==> src/rtl/adc_corr_pkg.sv <==
// Shared types for the pipelined-converter correction logic.
// Assumes 1.5-bit stage decisions coded as 0, 1, 2; value 3 is illegal.
package adc_corr_pkg;
    localparam int unsigned CODE_W = 2;
    typedef logic [CODE_W-1:0] code_t;

    localparam code_t CODE_HI  = 2'd2;
    localparam code_t CODE_BAD = 2'd3;

    // Map the illegal decision onto the nearest legal one.
    function automatic code_t fold_code(input code_t c);
        return (c == CODE_BAD) ? CODE_HI : c;
    endfunction
endpackage

==> src/rtl/adc_stage_delay.sv <==
// Fixed-length shift register that delays one stage decision.
// Assumes DEPTH >= 1; all taps clear on reset.
module adc_stage_delay #(
    parameter int unsigned WIDTH = 2,
    parameter int unsigned DEPTH = 1
) (
    input  logic             clk,
    input  logic             rst_n,
    input  logic [WIDTH-1:0] d,
    output logic [WIDTH-1:0] q
);
    logic [WIDTH-1:0] taps [DEPTH];

    // Shift the decision one tap per clock, clearing every tap on reset.
    always_ff @(posedge clk) begin
        if (!rst_n) begin
            for (int k = 0; k < DEPTH; k++) taps[k] <= '0;
        end else begin
            taps[0] <= d;
            for (int k = 1; k < DEPTH; k++) taps[k] <= taps[k-1];
        end
    end

    assign q = taps[DEPTH-1];
endmodule

==> src/rtl/adc_code_guard.sv <==
// Folds illegal decisions (3 -> 2) and keeps a sticky error flag.
// Assumes slot_live[i] is high when stage i currently holds a valid sample.
module adc_code_guard
    import adc_corr_pkg::*;
#(
    parameter int unsigned N_STAGES = 8
) (
    input  logic                       clk,
    input  logic                       rst_n,
    input  logic [N_STAGES*CODE_W-1:0] raw_codes,
    input  logic [N_STAGES-1:0]        slot_live,
    output logic [N_STAGES*CODE_W-1:0] clean_codes,
    output logic                       err_flag
);
    logic [N_STAGES-1:0] bad;

    for (genvar i = 0; i < N_STAGES; i++) begin : g_fold
        assign clean_codes[i*CODE_W +: CODE_W] = fold_code(raw_codes[i*CODE_W +: CODE_W]);
        assign bad[i] = slot_live[i] && (raw_codes[i*CODE_W +: CODE_W] == CODE_BAD);
    end

    // Latch any illegal decision on a live slot until reset.
    always_ff @(posedge clk) begin
        if (!rst_n)   err_flag <= 1'b0;
        else if (|bad) err_flag <= 1'b1;
    end

    // once raised, the flag never drops without reset.
    p_err_sticky_r7: assert property (@(posedge clk) disable iff (!rst_n)
        err_flag |=> err_flag);
endmodule

==> src/rtl/adc_overlap_sum.sv <==
// Weighted overlap add of aligned decisions: sum of c_i * 2^(N-i) + final bit.
// Assumes the decisions were already folded to the legal range 0..2.
module adc_overlap_sum
    import adc_corr_pkg::*;
#(
    parameter int unsigned N_STAGES = 8,
    localparam int unsigned SUM_W   = N_STAGES + 2
) (
    input  logic                       clk,
    input  logic                       rst_n,
    input  logic [N_STAGES*CODE_W-1:0] aligned_codes,
    input  logic                       last_bit,
    output logic [SUM_W-1:0]           total
);
    // Accumulate each stage shifted so neighbours overlap by one bit.
    always_comb begin
        total = SUM_W'(last_bit);
        for (int i = 0; i < N_STAGES; i++) begin
            total = total + (SUM_W'(aligned_codes[i*CODE_W +: CODE_W]) << (N_STAGES - i));
        end
    end

    for (genvar i = 0; i < N_STAGES; i++) begin : g_chk
        // the delay lines deliver only folded decisions to the adder.
        p_clean_code_r6: assert property (@(posedge clk) disable iff (!rst_n)
            aligned_codes[i*CODE_W +: CODE_W] != CODE_BAD);
    end
endmodule

==> src/rtl/pipe_adc_corrector.sv <==
// Top: aligns per-stage decisions of one sample and emits the corrected word.
// Assumes in_valid accompanies the stage-0 decision; N_STAGES >= 2.
module pipe_adc_corrector
    import adc_corr_pkg::*;
#(
    parameter int unsigned N_STAGES = 8
) (
    input  logic                       clk,
    input  logic                       rst_n,
    input  logic                       in_valid,
    input  logic [N_STAGES*CODE_W-1:0] stage_code,
    input  logic                       final_bit,
    output logic                       out_valid,
    output logic [N_STAGES+1:0]        out_code,
    output logic                       code_err
);
    localparam int unsigned SUM_W = N_STAGES + 2;
    localparam int unsigned LAT   = N_STAGES;
    localparam int unsigned CNT_W = $clog2(LAT + 2);
    localparam logic [SUM_W-1:0] MAX_SUM = SUM_W'((2 ** SUM_W) - 3);

    logic [N_STAGES-1:0]        vpipe;
    logic [N_STAGES-1:0]        slot_live;
    logic [N_STAGES*CODE_W-1:0] clean_codes;
    logic [N_STAGES*CODE_W-1:0] aligned_codes;
    logic [SUM_W-1:0]           total;
    logic [CNT_W-1:0]           since_rst;

    // Carry the valid strobe along with the sample through the stage skew.
    always_ff @(posedge clk) begin
        if (!rst_n) vpipe <= '0;
        else        vpipe <= {vpipe[N_STAGES-2:0], in_valid};
    end

    assign slot_live[0] = in_valid;
    for (genvar i = 1; i < N_STAGES; i++) begin : g_live
        assign slot_live[i] = vpipe[i-1];
    end

    adc_code_guard #(.N_STAGES(N_STAGES)) u_guard (
        .clk         (clk),
        .rst_n       (rst_n),
        .raw_codes   (stage_code),
        .slot_live   (slot_live),
        .clean_codes (clean_codes),
        .err_flag    (code_err)
    );

    for (genvar i = 0; i < N_STAGES; i++) begin : g_align
        adc_stage_delay #(.WIDTH(CODE_W), .DEPTH(N_STAGES - i)) u_dly (
            .clk   (clk),
            .rst_n (rst_n),
            .d     (clean_codes[i*CODE_W +: CODE_W]),
            .q     (aligned_codes[i*CODE_W +: CODE_W])
        );
    end

    adc_overlap_sum #(.N_STAGES(N_STAGES)) u_sum (
        .clk           (clk),
        .rst_n         (rst_n),
        .aligned_codes (aligned_codes),
        .last_bit      (final_bit),
        .total         (total)
    );

    // Register the corrected word when an aligned sample is present.
    always_ff @(posedge clk) begin
        if (!rst_n) begin
            out_valid <= 1'b0;
            out_code  <= '0;
        end else begin
            out_valid <= vpipe[N_STAGES-1];
            if (vpipe[N_STAGES-1]) out_code <= total;
        end
    end

    // Count cycles since reset release, saturating, for the latency check.
    always_ff @(posedge clk) begin
        if (!rst_n)                        since_rst <= '0;
        else if (since_rst <= CNT_W'(LAT)) since_rst <= since_rst + 1'b1;
    end

    // first cycle out of reset shows cleared outputs.
    p_reset_clear_r1: assert property (@(posedge clk) disable iff (!rst_n)
        $rose(rst_n) |-> (!out_valid && out_code == '0 && !code_err));
    // no word can emerge before a sample has crossed the whole skew.
    p_latency_r2: assert property (@(posedge clk) disable iff (!rst_n)
        out_valid |-> (since_rst > CNT_W'(LAT)));
    // the corrected word never exceeds the largest reachable sum.
    p_sum_range_r4: assert property (@(posedge clk) disable iff (!rst_n)
        out_valid |-> (out_code <= MAX_SUM));
    // the word holds while no new sample is reported.
    p_hold_r5: assert property (@(posedge clk) disable iff (!rst_n)
        !out_valid |-> $stable(out_code));
endmodule

==> config.mk <==
export PLATFORM = sky130hd
export DESIGN_NAME = pipe_adc_corrector
export DESIGN_NICKNAME = d
export VERILOG_FILES = /design/src/rtl/adc_corr_pkg.sv /design/src/rtl/adc_stage_delay.sv /design/src/rtl/adc_code_guard.sv /design/src/rtl/adc_overlap_sum.sv /design/src/rtl/pipe_adc_corrector.sv
export SDC_FILE = /design/constraint.sdc
export NUM_CORES = 1
export LEC_CHECK = 0
export ABC_AREA = 1
export BUFFER_PORTS_ARGS = -buffer_cell sky130_fd_sc_hd__clkbuf_2
export CAP_MARGIN = 0
export CORE_MARGIN = 1
export CORE_UTILIZATION = 29
export CTS_CLUSTER_SIZE = 24
export DETAILED_ROUTE_END_ITERATION = 7
export PLACE_DENSITY = 0.58
export SLEW_MARGIN = 40
export SYNTH_ARGS = -nofsm -noshare
export SYNTH_HDL_FRONTEND = slang
export SYNTH_SLANG_ARGS = --single-unit
==> constraint.sdc <==
create_clock -name clk -period 1.3 [get_ports clk]
set_input_delay 0.26 -clock clk [delete_from_list [all_inputs] [get_ports clk]]
set_output_delay 0.26 -clock clk [all_outputs]
set_load 0.01 [all_outputs]
# After elaboration in Yosys (flattened, before gate mapping)
# Memory sizes are Yosys's and may differ from the RTL's.
# Cells that the tools add are included.
# Widths: inputs -> output; s select.
totals:
  out_inout_bits: 12
  n_memories: 8
  input_bits: 20
  register_bits: 20
  mem_bits_rw: 72
memory_table:
  columns: ["name", "depth", "width", "rd", "rd_clocked_by_memory_dff", "write_ports", "line", "rtl"]
  rows:
  - ["g_align[0].u_dly.taps", 8, 2, 8, 0, 8, "adc_stage_delay.sv:12", "logic [WIDTH-1:0] taps [DEPTH];"]
  - ["g_align[1].u_dly.taps", 7, 2, 7, 0, 7, "adc_stage_delay.sv:12", null]
  - ["g_align[2].u_dly.taps", 6, 2, 6, 0, 6, "adc_stage_delay.sv:12", null]
  - ["g_align[3].u_dly.taps", 5, 2, 5, 0, 5, "adc_stage_delay.sv:12", null]
  - ["g_align[4].u_dly.taps", 4, 2, 4, 0, 4, "adc_stage_delay.sv:12", null]
  - ["g_align[5].u_dly.taps", 3, 2, 3, 0, 3, "adc_stage_delay.sv:12", null]
  - ["2 more memories", null, null, null, null, null, null, null]
op_classes:
  reduce_logical: 10
  addsub: 8
  mux: 47
  n_eq_ne: 8
  bitwise_logic: 35
ops:
  columns: ["op", "n"]
  rows:
  - ["$mux 2", 44]
  - ["$or 1x1->1", 35]
  - ["$eq 2x2->1 const B", 8]
  - ["$add 1x10->10", 1]
  - ["$add 10x3->10", 1]
  - ["$add 10x4->10", 1]
  - ["$add 10x5->10", 1]
  - ["$add 10x6->10", 1]
  - ["$add 10x7->10", 1]
  - ["$add 10x8->10", 1]
  - ["$add 10x9->10", 1]
  - ["$logic_and 1x1->1", 8]
  - ["$reduce_or 8->1", 1]
  - ["$mux 1", 3]
  - ["$reduce_or 2->1", 1]

# Longest topological paths before layout
# Gate-level depths: netlist (run 1).
logic_depth:
  word_depth: 8
  ltp_mapped: 10
  depth_no_buf: 10

# Hierarchy
# Synthesis (run 1) repeated with hierarchy kept, for this count alone.
unflattened:
  hier_cells: 427
  area_unflattened_um2: 3397.0
by_module_without_submodules:
  columns: ["mod", "n_inst", "cells_each", "area_per_inst_um2"]
  rows:
  - ["pipe_adc_corrector", 1, 91, 706.9]
  - ["adc_stage_delay (g_align[0].u_dly)", 1, 52, 499.2]
  - ["adc_stage_delay (g_align[1].u_dly)", 1, 43, 396.6]
  - ["adc_overlap_sum", 1, 61, 364.1]
  - ["adc_stage_delay (g_align[2].u_dly)", 1, 39, 356.6]
  - ["adc_stage_delay (g_align[3].u_dly)", 1, 31, 286.5]
  - ["adc_stage_delay (g_align[4].u_dly)", 1, 25, 225.2]
  - ["adc_code_guard", 1, 45, 201.4]
  - ["adc_stage_delay (g_align[5].u_dly)", 1, 20, 180.2]
  - ["adc_stage_delay (g_align[6].u_dly)", 1, 14, 125.1]
  - ["adc_stage_delay (g_align[7].u_dly)", 1, 6, 55.1]

# Least setup slack after synthesis (run 1)
# No wires, ideal clock.
synth_timing:
  path_type: "flip-flop to flip-flop"
  start: "memory g_align[6].u_dly.taps[1][0] (netlist: g_align[6].u_dly.taps[0][2])"
  end: "register out_code[8]"
  path_slack_ps: -130
  arrival_time_ps: 1321
  required_time_ps: 1191
  path_stages_with_launch: 11
  setup_time_ps: 109
  period_less_slack_ps: 1430
  path_cell_list: "dfxtp_1 > ha_1 > fa_1 > nand2_1 > nand2_1 > nand3b_1 > nand2_1 > nand2_1 > nand3_1 > nand2_1 > inv_1"
synth_lines:
  columns: ["item", "line", "rtl"]
  rows:
  - ["from (decl)", "adc_stage_delay.sv:12", null]
  - ["to (signal assigned)", "pipe_adc_corrector.sv:73", "if (vpipe[N_STAGES-1]) out_code <= total;"]
  - ["to (decl)", "pipe_adc_corrector.sv:14", "output logic [N_STAGES+1:0] out_code,"]

# Worst setup path in the final report (run 1)
layout_timing:
  start: "memory g_align[7].u_dly.taps[0][1]"
  end: "register out_code[8]"
layout_between:
  elab_chain_cells: 2
layout_lines:
  columns: ["item", "line", "rtl"]
  rows:
  - ["from (decl)", "adc_stage_delay.sv:12", null]
  - ["$mem_v2 1x2", null, null]
  - ["$add 10x3->10", "adc_overlap_sum.sv:19", "total = total + (SUM_W'(aligned_codes[i*CODE_W +: CODE_W]) << (N_STAGES - i));"]
# No other way between the ends.
# A chain may end at the register's enable or synchronous reset.

==> out/metrics.yaml, run 1 <==
logic_synthesis:
  synth_compound_area_share_pct: 1.46
  synth-seq-cells: 92
  synth_top_area_cell: "dfxtp_1"
  synth_nets: 388
  synth-xor-area-share_pct: 0.852
  netlist_area_um2: 3080
  synthesis.instances: 360
  synth.distinct_cells: 20
  synth_edf_count: 0
  ys_async_sr_fraction_pct: 0
  avgSynthCellArea_um2: 8.56
  synth.mux.area_fraction_pct: 0
  synth_seq_area_share_pct: 59.7
  synth-simple-area-share_pct: 21.4
  synthDominantCellAreaShare_pct: 59.7
  yosysWarnings: 0
  synth_top_family_by_area: "simple AND/OR/NAND/NOR gates"
  synthTopCellsByArea: "dfxtp_1, nand2_1, inv_1"
  synth_flop_cell: "dfxtp_1"
  synthAdderAreaFrac_pct: 3.49
routing:
  wl_um: 4630
  dr_total_vias: 2029
  drtAntennaViolNets: 0
  via_per_inst: 3.75
  firstDrtPassIters: 4
  wl_per_cell_um: 8.55
  post-route-drc-count: 0
  drtIter0Drc: 50
grt:
  grt_max_degree: 37
  grt_overflow: 0
  grt_usage_pct: 9.22
  grt_pass1_wl_um: 8010
  antenna_found_initial: 0
  first_global_vias: 1950
layout:
  n_antenna_cell: 0
  final_nets: 429
  num-fill-cells: 1059
  syn_to_final_growth_pct: 22.2
  fin_area_um2: 3770
  instances_no_fill: 541
  drive_gt1_share_pct: 30.6
placed_design:
  placed_area_um2: 3430
  numPortBuffers: 31
  pre_cts_slack_ns: -0.142
  dpl.cell_count: 525
  place_congestion: 0.731
  place_hpwl_um: 3040
timing:
  setup_viol_count_final: 3
  timing.slew.headroom_pct: 73.9
  hold_violations: 0
  finalWorstSetupSlack_ns: -0.123
  grt_setup_unrepaired: "true"
  tns_ns: -0.239
  period_share_pct: 109
  fin_skew_ns: 0.0107
  fin_crit_ns: 1.42
  max_freq_mhz: 703
  slew_viol_final: 0
  worst_pin_slew_ns: 0.391
outcome:
  violations: "negative setup slack"
  status: "finished, violations left"
power_and_ir_drop:
  comb_power_share_pct: 3.6
  p_switching_w: 0.00104
  vdd_ir_drop_max_v: 0.000614
  p_leak_nw: 2.08
  seqPwrFrac_pct: 58.8
  p_per_area_nw_per_um2: 1310
  p_total_w: 0.00493
  swShare_pct: 21.0
  internal_power_w: 0.00389
  clkPwrFrac_pct: 37.5
die:
  start_util_pct: 29.9
  rows: 37
  core_um2: 10300
  die_width_um: 105
  die_y_um: 105
  die-area_um2: 11000
  io_pins: 32
clocking:
  cts_tree: "done"
  clkTransAtPathRegs_ns: 0.09
  clk_latency_ns: 0.35
  cts_max_path_buffers: 2
  cts_sinks: 92
  cts_max_level: 3
  root_buffer: "clkbuf_8"
  numCtsBuffers: 9
critical_path:
  arrival_ns: 1.67
  critPathLaunchType: "register"
  required_ns: 1.55
  path_class: "reg -> reg"
  crit_fanout: 2
  crit_path_end_kind: "register"
hold_path:
  hold_class: "in -> reg"
job:
  max_cap_violations: 0
flip-flops by register name, indices dropped and copies added, names as in the netlist:
signal              flops
g_align.u_dly.taps     72
out_code               10
out_valid               1
u_guard.err_flag        1
vpipe                   8
repair_timing:
action / CTS / global route
buffers inserted: 1 / 0
pin swaps: 4 / 12
hold buffers: 0 / 0
gates resized for setup: 5 / 24
endpoints found under the setup margin: 5 / 6
cell usage in the layout (no fill, tap or decap), types with 2 or more instances in the layout:
master	count
nand3_1	13
nand2_2	7
nand4_1	2
buf_4	9
ha_4	7
inv_1	58
dfxtp_2	10
dfxtp_1	82
inv_2	32
nand2_1	88
clkbuf_8	10
clkbuf_1	2
nand3_2	2
o21ai_1	7
xor2_1	2
clkbuf_2	31
nor2_1	22
nor3b_2	8
per-stage QoR:
step                utilization (%)  hold WS [ns]
floorplan                         -         0.330
global placement               33.2         0.392
detailed placement             33.2         0.395
CTS                            35.5        0.0827
global route                   36.5        0.0802
finish                         36.5         0.101
critical path: stages (launching register included):
cell      delay (ns)
dfxtp_2         0.34
ha_4            0.16
fa_2            0.33
nand2_1         0.06
nand2_1         0.06
nand3b_1        0.10
nand2_1         0.06
nand2_1         0.06
nand3_1         0.06
nand2_1         0.05
inv_1           0.03
per-layer routing:
metal	vias to the layer above	wire, um	global-route usage [%]
met1	871	2150	10.1
li1	1113	-	-
met2	37	2140	15.3
met3	8	265	4.18
met4	0	68	4.23
met5	-	0	0
cell usage after synthesis, types with 2 or more instances:
| master | number |
|---|---|
| inv_2 | 32 |
| a21oi_1 | 2 |
| nand2_1 | 95 |
| inv_1 | 58 |
| nor3b_2 | 8 |
| nor2_1 | 23 |
| buf_2 | 7 |
| xor2_1 | 2 |
| nand4_1 | 2 |
| ha_1 | 7 |
| buf_4 | 4 |
| nand3_1 | 15 |
| dfxtp_1 | 92 |
| o21ai_1 | 7 |
cells by family after synthesis:
logic type                 count (synthesis)
buffers and inverters                    101
DFF                                       92
adders and majority gates                  8
and+or+nand+nor                          147
AOI/OAI and AO/OA                          9
xor gates and xnor gates                   3
power by group through the flow:
stage | clock [W] | combinational [W] | sequential [W]
final | 0.00185 | 0.000179 | 0.00290
after global routing | 0.00204 | 0.000206 | 0.00291
after CTS | 0.00193 | 0.000179 | 0.00290
after detailed placement | 0 | 0.000176 | 0.00296
after global placement | 0 | 0.000173 | 0.00296
after floorplan | 0 | 0.000113 | 0.00296
area by class of cell:
cell class,count,area (um2),share of cell area (%)
Clock buffer,12,145,3.85
Tap cell,136,170,4.52
Timing Repair Buffer,41,243,6.45
Inverter,90,338,8.97
Clock inverter,3,46.3,1.23
Sequential cell,92,1850,49.2
Multi-Input combinational cell,167,970,25.7
worst paths after layout:
check,start,end,slack [ns],cells after the start
max,g_align[7].u_dly.taps[0][1],out_code[8],-0.12,10
min,stage_code[3],g_align[1].u_dly.taps[0][0],0.10,2
max reg2reg,g_align[7].u_dly.taps[0][1],out_code[8],-0.12,10
min reg2reg,g_align[6].u_dly.taps[0][1],g_align[6].u_dly.taps[0][3],0.41,2
No activity file was read; power rests on OpenSTA's default activity.
==> run 2: changes to the inputs <==
- PLACE_DENSITY: 0.58 -> 0.57
- SYNTH_HIERARCHICAL: not set -> 1
==> run 2 against run 1 <==
Effect of this change:
- global-route usage shrank 0.086 points
- the run still ends with negative setup slack left
- worst setup slack lost 0.19 ns
- largest power group unchanged
- non-clock buffer count shrank 2
- synthesized cell count grew 19%
- total power grew 20%
- sequential share of layout area shrank 3.9 points
- flip-flop and latch count is the same
- area after synthesis grew 10%
- first-iteration DRC count grew 98%
- register-to-register slack lost 0.19 ns
- via count grew 6.9%
==> out/metrics.yaml, run 2 <==
critical_path:
  r2r_start: "g_align[6].u_dly/taps[0][2]"  # was g_align[7].u_dly.taps[0][1]
  critPathLaunchType: "register"  # unchanged
  worstRegToRegCells: 12  # was 10
  path_class: "reg -> reg"  # unchanged
  crit_path_end_kind: "register"  # unchanged
  arrival_ns: 1.89  # was 1.67 ns
  r2r_end: "out_code[6]"  # was out_code[8]
  ff2ff_setup_slack_ns: -0.31  # was -0.12 ns
  required_ns: 1.58  # was 1.55 ns
  crit_fanout: 2  # unchanged
timing:
  hold_violations: 0  # unchanged
  finalWorstSetupSlack_ns: -0.309  # was -0.123 ns
  max_freq_mhz: 621  # was 703 MHz
  grt_setup_unrepaired: "true"  # unchanged
  fin_skew_ns: 0.00574  # was 0.0107 ns
  worst_pin_slew_ns: 0.374  # was 0.391 ns
  period_share_pct: 124  # was 109%
  tns_ns: -1.07  # was -0.239 ns
  fin_crit_ns: 1.61  # was 1.42 ns
  setup_viol_count_final: 7  # was 3
  timing.slew.headroom_pct: 75.0  # was 73.9%
  slew_viol_final: 0  # unchanged
outcome:
  status: "finished, violations left"  # unchanged
  violations: "negative setup slack"  # unchanged
routing:
  wl_per_cell_um: 8.10  # was 8.55 um
  wl_um: 4840  # was 4630 um
  firstDrtPassIters: 4  # unchanged
  post-route-drc-count: 0  # unchanged
  dr_total_vias: 2170  # was 2029
  drtIter0Drc: 99  # was 50
  drtAntennaViolNets: 0  # unchanged
  via_per_inst: 3.63  # was 3.75
grt:
  grt_max_degree: 93  # was 37
  antenna_found_initial: 0  # unchanged
  grt_usage_pct: 9.13  # was 9.22%
  grt_pass1_wl_um: 8420  # was 8010 um
  first_global_vias: 2047  # was 1950
  grt_overflow: 0  # unchanged
hold_path:
  whs_path_depth: 3  # was 2
  min_from: "in_valid"  # was stage_code[3]
  hold_class: "in -> reg"  # unchanged
  hold_path_end: "vpipe[0]"  # was g_align[1].u_dly.taps[0][0]
logic_synthesis:
  yosysWarnings: 6  # was 0
  synth-seq-cells: 92  # unchanged
  synthTopCellsByArea: "dfxtp_1, nand2_1, inv_1"  # unchanged
  netlist_area_um2: 3400  # was 3080 um2
  synth_top_area_cell: "dfxtp_1"  # unchanged
  synth_common_cells: "nand2_1, inv_1, dfxtp_1"  # was nand2_1, dfxtp_1, inv_1
  synth_edf_count: 0  # unchanged
  synth_nets: 455  # was 388
  synth_most_common_cell: "nand2_1"  # unchanged
  synth_seq_area_share_pct: 54.2  # was 59.7%
  avgSynthCellArea_um2: 7.96  # was 8.56 um2
  synthDominantCellAreaShare_pct: 54.2  # was 59.7%
  ys_async_sr_fraction_pct: 0  # unchanged
  synth.distinct_cells: 22  # was 20
  synthesis.instances: 427  # was 360
  synth_flop_cell: "dfxtp_1"  # unchanged
layout:
  top_register: "g_align.u_dly/taps"  # was g_align.u_dly.taps
  largestRegisters: "g_align.u_dly/taps (72), out_code (10), vpipe (8)"  # was g_align.u_dly.taps (72), out_code (10), vpipe (8)
  drive_gt1_share_pct: 22.9  # was 30.6%
  ff_latch_area_um2: 1850  # unchanged
  multi_input_area_um2: 1050  # was 970 um2
  final_nets: 477  # was 429
  num-fill-cells: 1194  # was 1059
  most-common-layout-cells: "nand2_1, inv_1, dfxtp_1"  # was nand2_1, dfxtp_1, inv_1
  final_common_cell: "nand2_1"  # unchanged
  fin_area_um2: 4090  # was 3770 um2
  largest_register_ffs: 72  # unchanged
  final_core_util_pct: 35.8  # was 36.5%
  n_antenna_cell: 0  # unchanged
  syn_to_final_growth_pct: 20.3  # was 22.2%
power_and_ir_drop:
  p_leak_nw: 2.43  # was 2.08 nW
  comb_power_share_pct: 3.5  # was 3.6%
  vdd_ir_drop_max_v: 0.000740  # was 0.000614 V
  clkPwrFrac_pct: 47.6  # was 37.5%
  p_switching_w: 0.00121  # was 0.00104 W
  swShare_pct: 20.4  # was 21.0%
  p_per_area_nw_per_um2: 1450  # was 1310 nW/um2
  seqPwrFrac_pct: 48.9  # was 58.8%
  internal_power_w: 0.00472  # was 0.00389 W
die:
  core_um2: 11400  # was 10300 um2
  die_width_um: 110  # was 105 um
  rows: 39  # was 37
  io_pins: 32  # unchanged
  start_util_pct: 29.8  # was 29.9%
  die_y_um: 110  # was 105 um
  die-area_um2: 12200  # was 11000 um2
clocking:
  root_buffer: "clkbuf_16"  # was clkbuf_8
  numCtsBuffers: 9  # unchanged
  cts_tree: "done"  # unchanged
  cts_hold_buf: 0  # unchanged
  cts_max_path_buffers: 2  # unchanged
  clkTransAtPathRegs_ns: 0.06  # was 0.09 ns
  clk_latency_ns: 0.34  # was 0.35 ns
  cts_sinks: 92  # unchanged
  cts_max_level: 3  # unchanged
placed_design:
  place_congestion: 0.756  # was 0.731
  placed_area_um2: 3620  # was 3430 um2
  pre_cts_slack_ns: -0.302  # was -0.142 ns
  place_hpwl_um: 2970  # was 3040 um
  numPortBuffers: 31  # unchanged
job:
  max_cap_violations: 0  # unchanged
-- run 2: cell count changes in the layout (fill, tap and decap cells not counted), sizes merged, moves of 3 or more --
cell and change:
nand2 +34, clkbuf -3, o21ai -7, nor3b -8, nor2 +11, nand3 -4, inv +25, clkinv +3
-- run 2: worst max-delay path by stage --
| stage | from | to | depth (start not counted) |
|---|---|---|---|
| 3_3_place_gp | g_align[7].u_dly/taps[0][1] | out_code[8] | 14 |
| 6_report | g_align[6].u_dly/taps[0][2] | out_code[6] | 12 |
| 3_5_place_dp | g_align[7].u_dly/taps[0][1] | out_code[8] | 14 |
| 4_1_cts | g_align[6].u_dly/taps[0][2] | out_code[8] | 14 |
| 5_1_grt | g_align[6].u_dly/taps[0][2] | out_code[6] | 12 |
| 2_1_floorplan | g_align[6].u_dly/taps[0][2] | out_code[8] | 15 |
-- run 2: cell type report --
class                      instances  share of cell area, %
clock buffer                      10                   5.85
clock inverter                     6                   2.30
inverter                         115                   10.6
multi-input combinational        192                   25.8
sequential                        92                   45.4
tap                              143                   4.38
timing repair buffer              39                   5.76
-- run 2: power by group through the flow --
stage | registers [W] | clock network (W) | logic (W)
3_5_place_dp | 0.00296 | 0 | 0.000202
4_1_cts | 0.00290 | 0.00293 | 0.000207
6_report | 0.00290 | 0.00282 | 0.000208
5_1_grt | 0.00290 | 0.00305 | 0.000246
3_3_place_gp | 0.00296 | 0 | 0.000200
2_1_floorplan | 0.00296 | 0 | 0.000165
-- run 2: metal layers --
layer,global-route usage [%],vias up,part of all wire (%)
li1,-,1216,-
met1,9.59,900,46
met2,15.4,43,46
met3,4.41,11,5.8
met4,4.23,0,2.4
met5,0,-,0
-- run 2: worst max-delay path, cell delays in order (launching register included) --
cell and delay [ns]:
dfxtp_2 0.34, ha_4 0.13, inv_2 0.03, fa_2 0.34
inv_2 0.06, nand2_2 0.06, nand2_2 0.07, nand2_1 0.08
xnor2_1 0.17, inv_1 0.05, nand2_1 0.05, nand2_1 0.06
nor2_2 0.10
-- run 2: repair_timing --
item,CTS,global route
buffers inserted,1,2
gates resized for setup,7,23
pin swaps,5,18
setup endpoints to repair,7,7
-- run 2: cell families (layout without fill, tap and decap cells) --
logic type	count (synthesis)	count (layout)	synth area share, %
AO/OA/AOI/OAI	3	3	0.626
adder cells (fa/ha/maj)	8	8	3.17
AND/OR/NAND/NOR	178	178	21.8
flip-flops	92	92	54.2
buffers and inverters	143	170	19.4
XOR/XNOR	3	3	0.774
-- run 2: metrics by stage --
step           hold slack [ns]  cells  power (W)
6_report                 0.119    597    0.00593
3_5_place_dp             0.395    578    0.00317
4_1_cts                  0.105    595    0.00604
2_1_floorplan            0.353    427    0.00312
3_3_place_gp             0.392    578    0.00316
5_1_grt                  0.123    597    0.00620
==> run 3: changes to the inputs <==
- SKIP_CTS_REPAIR_TIMING: not set -> 1
==> run 3 against run 2 <==
Effect of this change:
- the run still ends with negative setup slack left
- cell area shrank 0.70%
- first-iteration DRC count shrank 8.1%
- worst setup slack gained 0.061 ns
- clock-buffer cell count is the same
- core utilization shrank 0.25 points
- flip-flop and latch count is the same
- non-clock buffer count is the same
- total power is essentially flat
- critical path depth grew 2
==> out/metrics.yaml, run 3 (synthesized netlist as in run 2, its figures left out) <==
outcome:
  status: "finished, violations left"  # unchanged
  violations: "negative setup slack"  # unchanged
grt:
  grt_pass1_wl_um: 8250  # was 8420 um
  grt_usage_pct: 8.96  # was 9.13%
  grt_overflow: 0  # unchanged
  first_global_vias: 2006  # was 2047
  antenna_found_initial: 0  # unchanged
  grt_max_degree: 93  # unchanged
critical_path:
  critPathTopFamily: "simple AND/OR/NAND/NOR gates"  # was adder cells
  crit_path_end_kind: "register"  # unchanged
  crit_fanout: 2  # unchanged
  worst_path_largest_cell_delay_ns: 0.34  # about the same
  required_ns: 1.58  # about the same
  critPathLaunchType: "register"  # unchanged
  arrival_ns: 1.83  # was 1.89 ns
  cp_cell_sequence: "ha_4 > inv_2 > fa_2 > inv_2 > nand2_2 > nand2_2 > nand3_2 > nand2_1 > nand2_1 > nand2_1 > inv_1 > nand2_1 > nand2_2 > nor2_2"  # was ha_4 > inv_2 > fa_2 > inv_2 > nand2_2 > nand2_2 > nand2_1 > xnor2_1 > inv_1 > nand2_1 > nand2_1 > nor2_2
  cpMaxStageDelayCell: "dfxtp_2"  # unchanged
  critical_path.most_common_cell: "nand2_1"  # unchanged
  path_class: "reg -> reg"  # unchanged
  crit_buf_inv: 3  # unchanged
power_and_ir_drop:
  p_per_area_nw_per_um2: 1460  # was 1450 nW/um2
  p_total_w: 0.00593  # about the same
  p_leak_nw: 2.38  # was 2.43 nW
  vdd_ir_drop_max_v: 0.000740  # about the same
clocking:
  cts_max_level: 3  # unchanged
  numCtsBuffers: 9  # unchanged
  clkTransAtPathRegs_ns: 0.06  # about the same
  cts_sinks: 92  # unchanged
  cts_tree: "done"  # unchanged
  clk_latency_ns: 0.34  # about the same
  cts_max_path_buffers: 2  # unchanged
  root_buffer: "clkbuf_16"  # unchanged
timing:
  finalWorstSetupSlack_ns: -0.248  # was -0.309 ns
  fin_skew_ns: 0.00617  # was 0.00574 ns
  slew_viol_final: 0  # unchanged
  hold_violations: 0  # unchanged
  worst_pin_slew_ns: 0.374  # about the same
  grt_setup_unrepaired: "true"  # unchanged
  period_share_pct: 119  # was 124%
  fin_crit_ns: 1.55  # was 1.61 ns
  timing.slew.headroom_pct: 75.1  # was 75.0%
  setup_viol_count_final: 6  # was 7
  tns_ns: -0.928  # was -1.07 ns
  max_freq_mhz: 646  # was 621 MHz
die:
  io_pins: 32  # unchanged
  die_width_um: 110  # unchanged
  start_util_pct: 29.8  # unchanged
  rows: 39  # unchanged
  die_y_um: 110  # unchanged
  core_um2: 11400  # unchanged
  die-area_um2: 12200  # unchanged
layout:
  drive_gt1_share_pct: 22.5  # was 22.9%
  largestRegisters: "g_align.u_dly/taps (72), out_code (10), vpipe (8)"  # unchanged
  syn_to_final_growth_pct: 19.4  # was 20.3%
  top_register: "g_align.u_dly/taps"  # unchanged
  final_nets: 477  # unchanged
  n_antenna_cell: 0  # unchanged
  largest_register_ffs: 72  # unchanged
  final_common_cell: "nand2_1"  # unchanged
  instances_no_fill: 597  # unchanged
  most-common-layout-cells: "nand2_1, inv_1, dfxtp_1"  # unchanged
  fin_area_um2: 4060  # was 4090 um2
routing:
  wl_per_cell_um: 7.95  # was 8.10 um
  drtAntennaViolNets: 0  # unchanged
  drtIter0Drc: 91  # was 99
  wl_um: 4750  # was 4840 um
  via_per_inst: 3.61  # was 3.63
  post-route-drc-count: 0  # unchanged
  dr_total_vias: 2156  # was 2170
  firstDrtPassIters: 4  # unchanged
hold_path:
  hold_class: "in -> reg"  # unchanged
placed_design:
  place_congestion: 0.756  # unchanged
  numPortBuffers: 31  # unchanged
  pre_cts_slack_ns: -0.302  # unchanged
  place_hpwl_um: 2970  # unchanged
  placed_area_um2: 3620  # unchanged
  dpl.cell_count: 578  # unchanged
job:
  max_cap_violations: 0  # unchanged
==> run 3: cell types whose count changed in the layout (fill, tap and decap cells not counted) <==
cell and delta:
nand2_4 -4, nand2_2 +3, nor2_2 +1, dfxtp_1 +1
dfxtp_2 -1, nor2_4 -1, nand2_1 +1
==> run 3: worst register-to-register path, stage by stage, from the launching register on <==
cell     delay, ns
dfxtp_2       0.34
ha_4          0.13
inv_2         0.04
fa_2          0.34
inv_2         0.06
nand2_2       0.04
nand2_2       0.06
nand3_2       0.07
nand2_1       0.06
nand2_1       0.05
nand2_1       0.05
inv_1         0.03
nand2_1       0.06
nand2_2       0.06
nor2_2        0.10
==> run 3: final cells by class <==
class / instances / area, um2
clock buffer: 10 / 239
fill: 1197 / 7360
timing repair buffer: 39 / 235
sequential: 92 / 1850
multi-input combinational: 192 / 1030
clock inverter: 6 / 93.8
tap: 143 / 179
inverter: 115 / 432
==> run 3: layer usage <==
layer	track usage (%)	vias up	routed length [um]
li1	-	1214	-
met1	9.51	887	2220
met2	14.9	43	2120
met3	4.41	12	280
met4	4.23	0	119
met5	0	-	0
==> run 3: path summary, 6_finish.rpt <==
| path | from | endpoint | slack [ns] | cells past startpoint |
|---|---|---|---|---|
| setup / recovery | g_align[6].u_dly/taps[0][2] | out_code[8] | -0.25 | 14 |
| hold reg to reg | g_align[3].u_dly/taps[3][0] | g_align[3].u_dly/taps[4][0] | 0.40 | 2 |
| setup reg to reg | g_align[6].u_dly/taps[0][2] | out_code[8] | -0.25 | 14 |
| hold / removal | in_valid | vpipe[0] | 0.12 | 3 |
==> run 3: through the flow <==
step	util, %	hold WS [ns]
global placement	31.7	0.392
finish	35.5	0.119
detailed placement	31.7	0.395
floorplan	-	0.353
CTS	34.6	0.105
global route	35.5	0.123
==> run 3: power breakdown <==
part           switching [W]  leakage, nW  internal, W
registers          0.0000203        0.752      0.00288
clock network        0.00107        0.165      0.00176
logic               0.000122         1.46    0.0000850
total                0.00121         2.38      0.00472
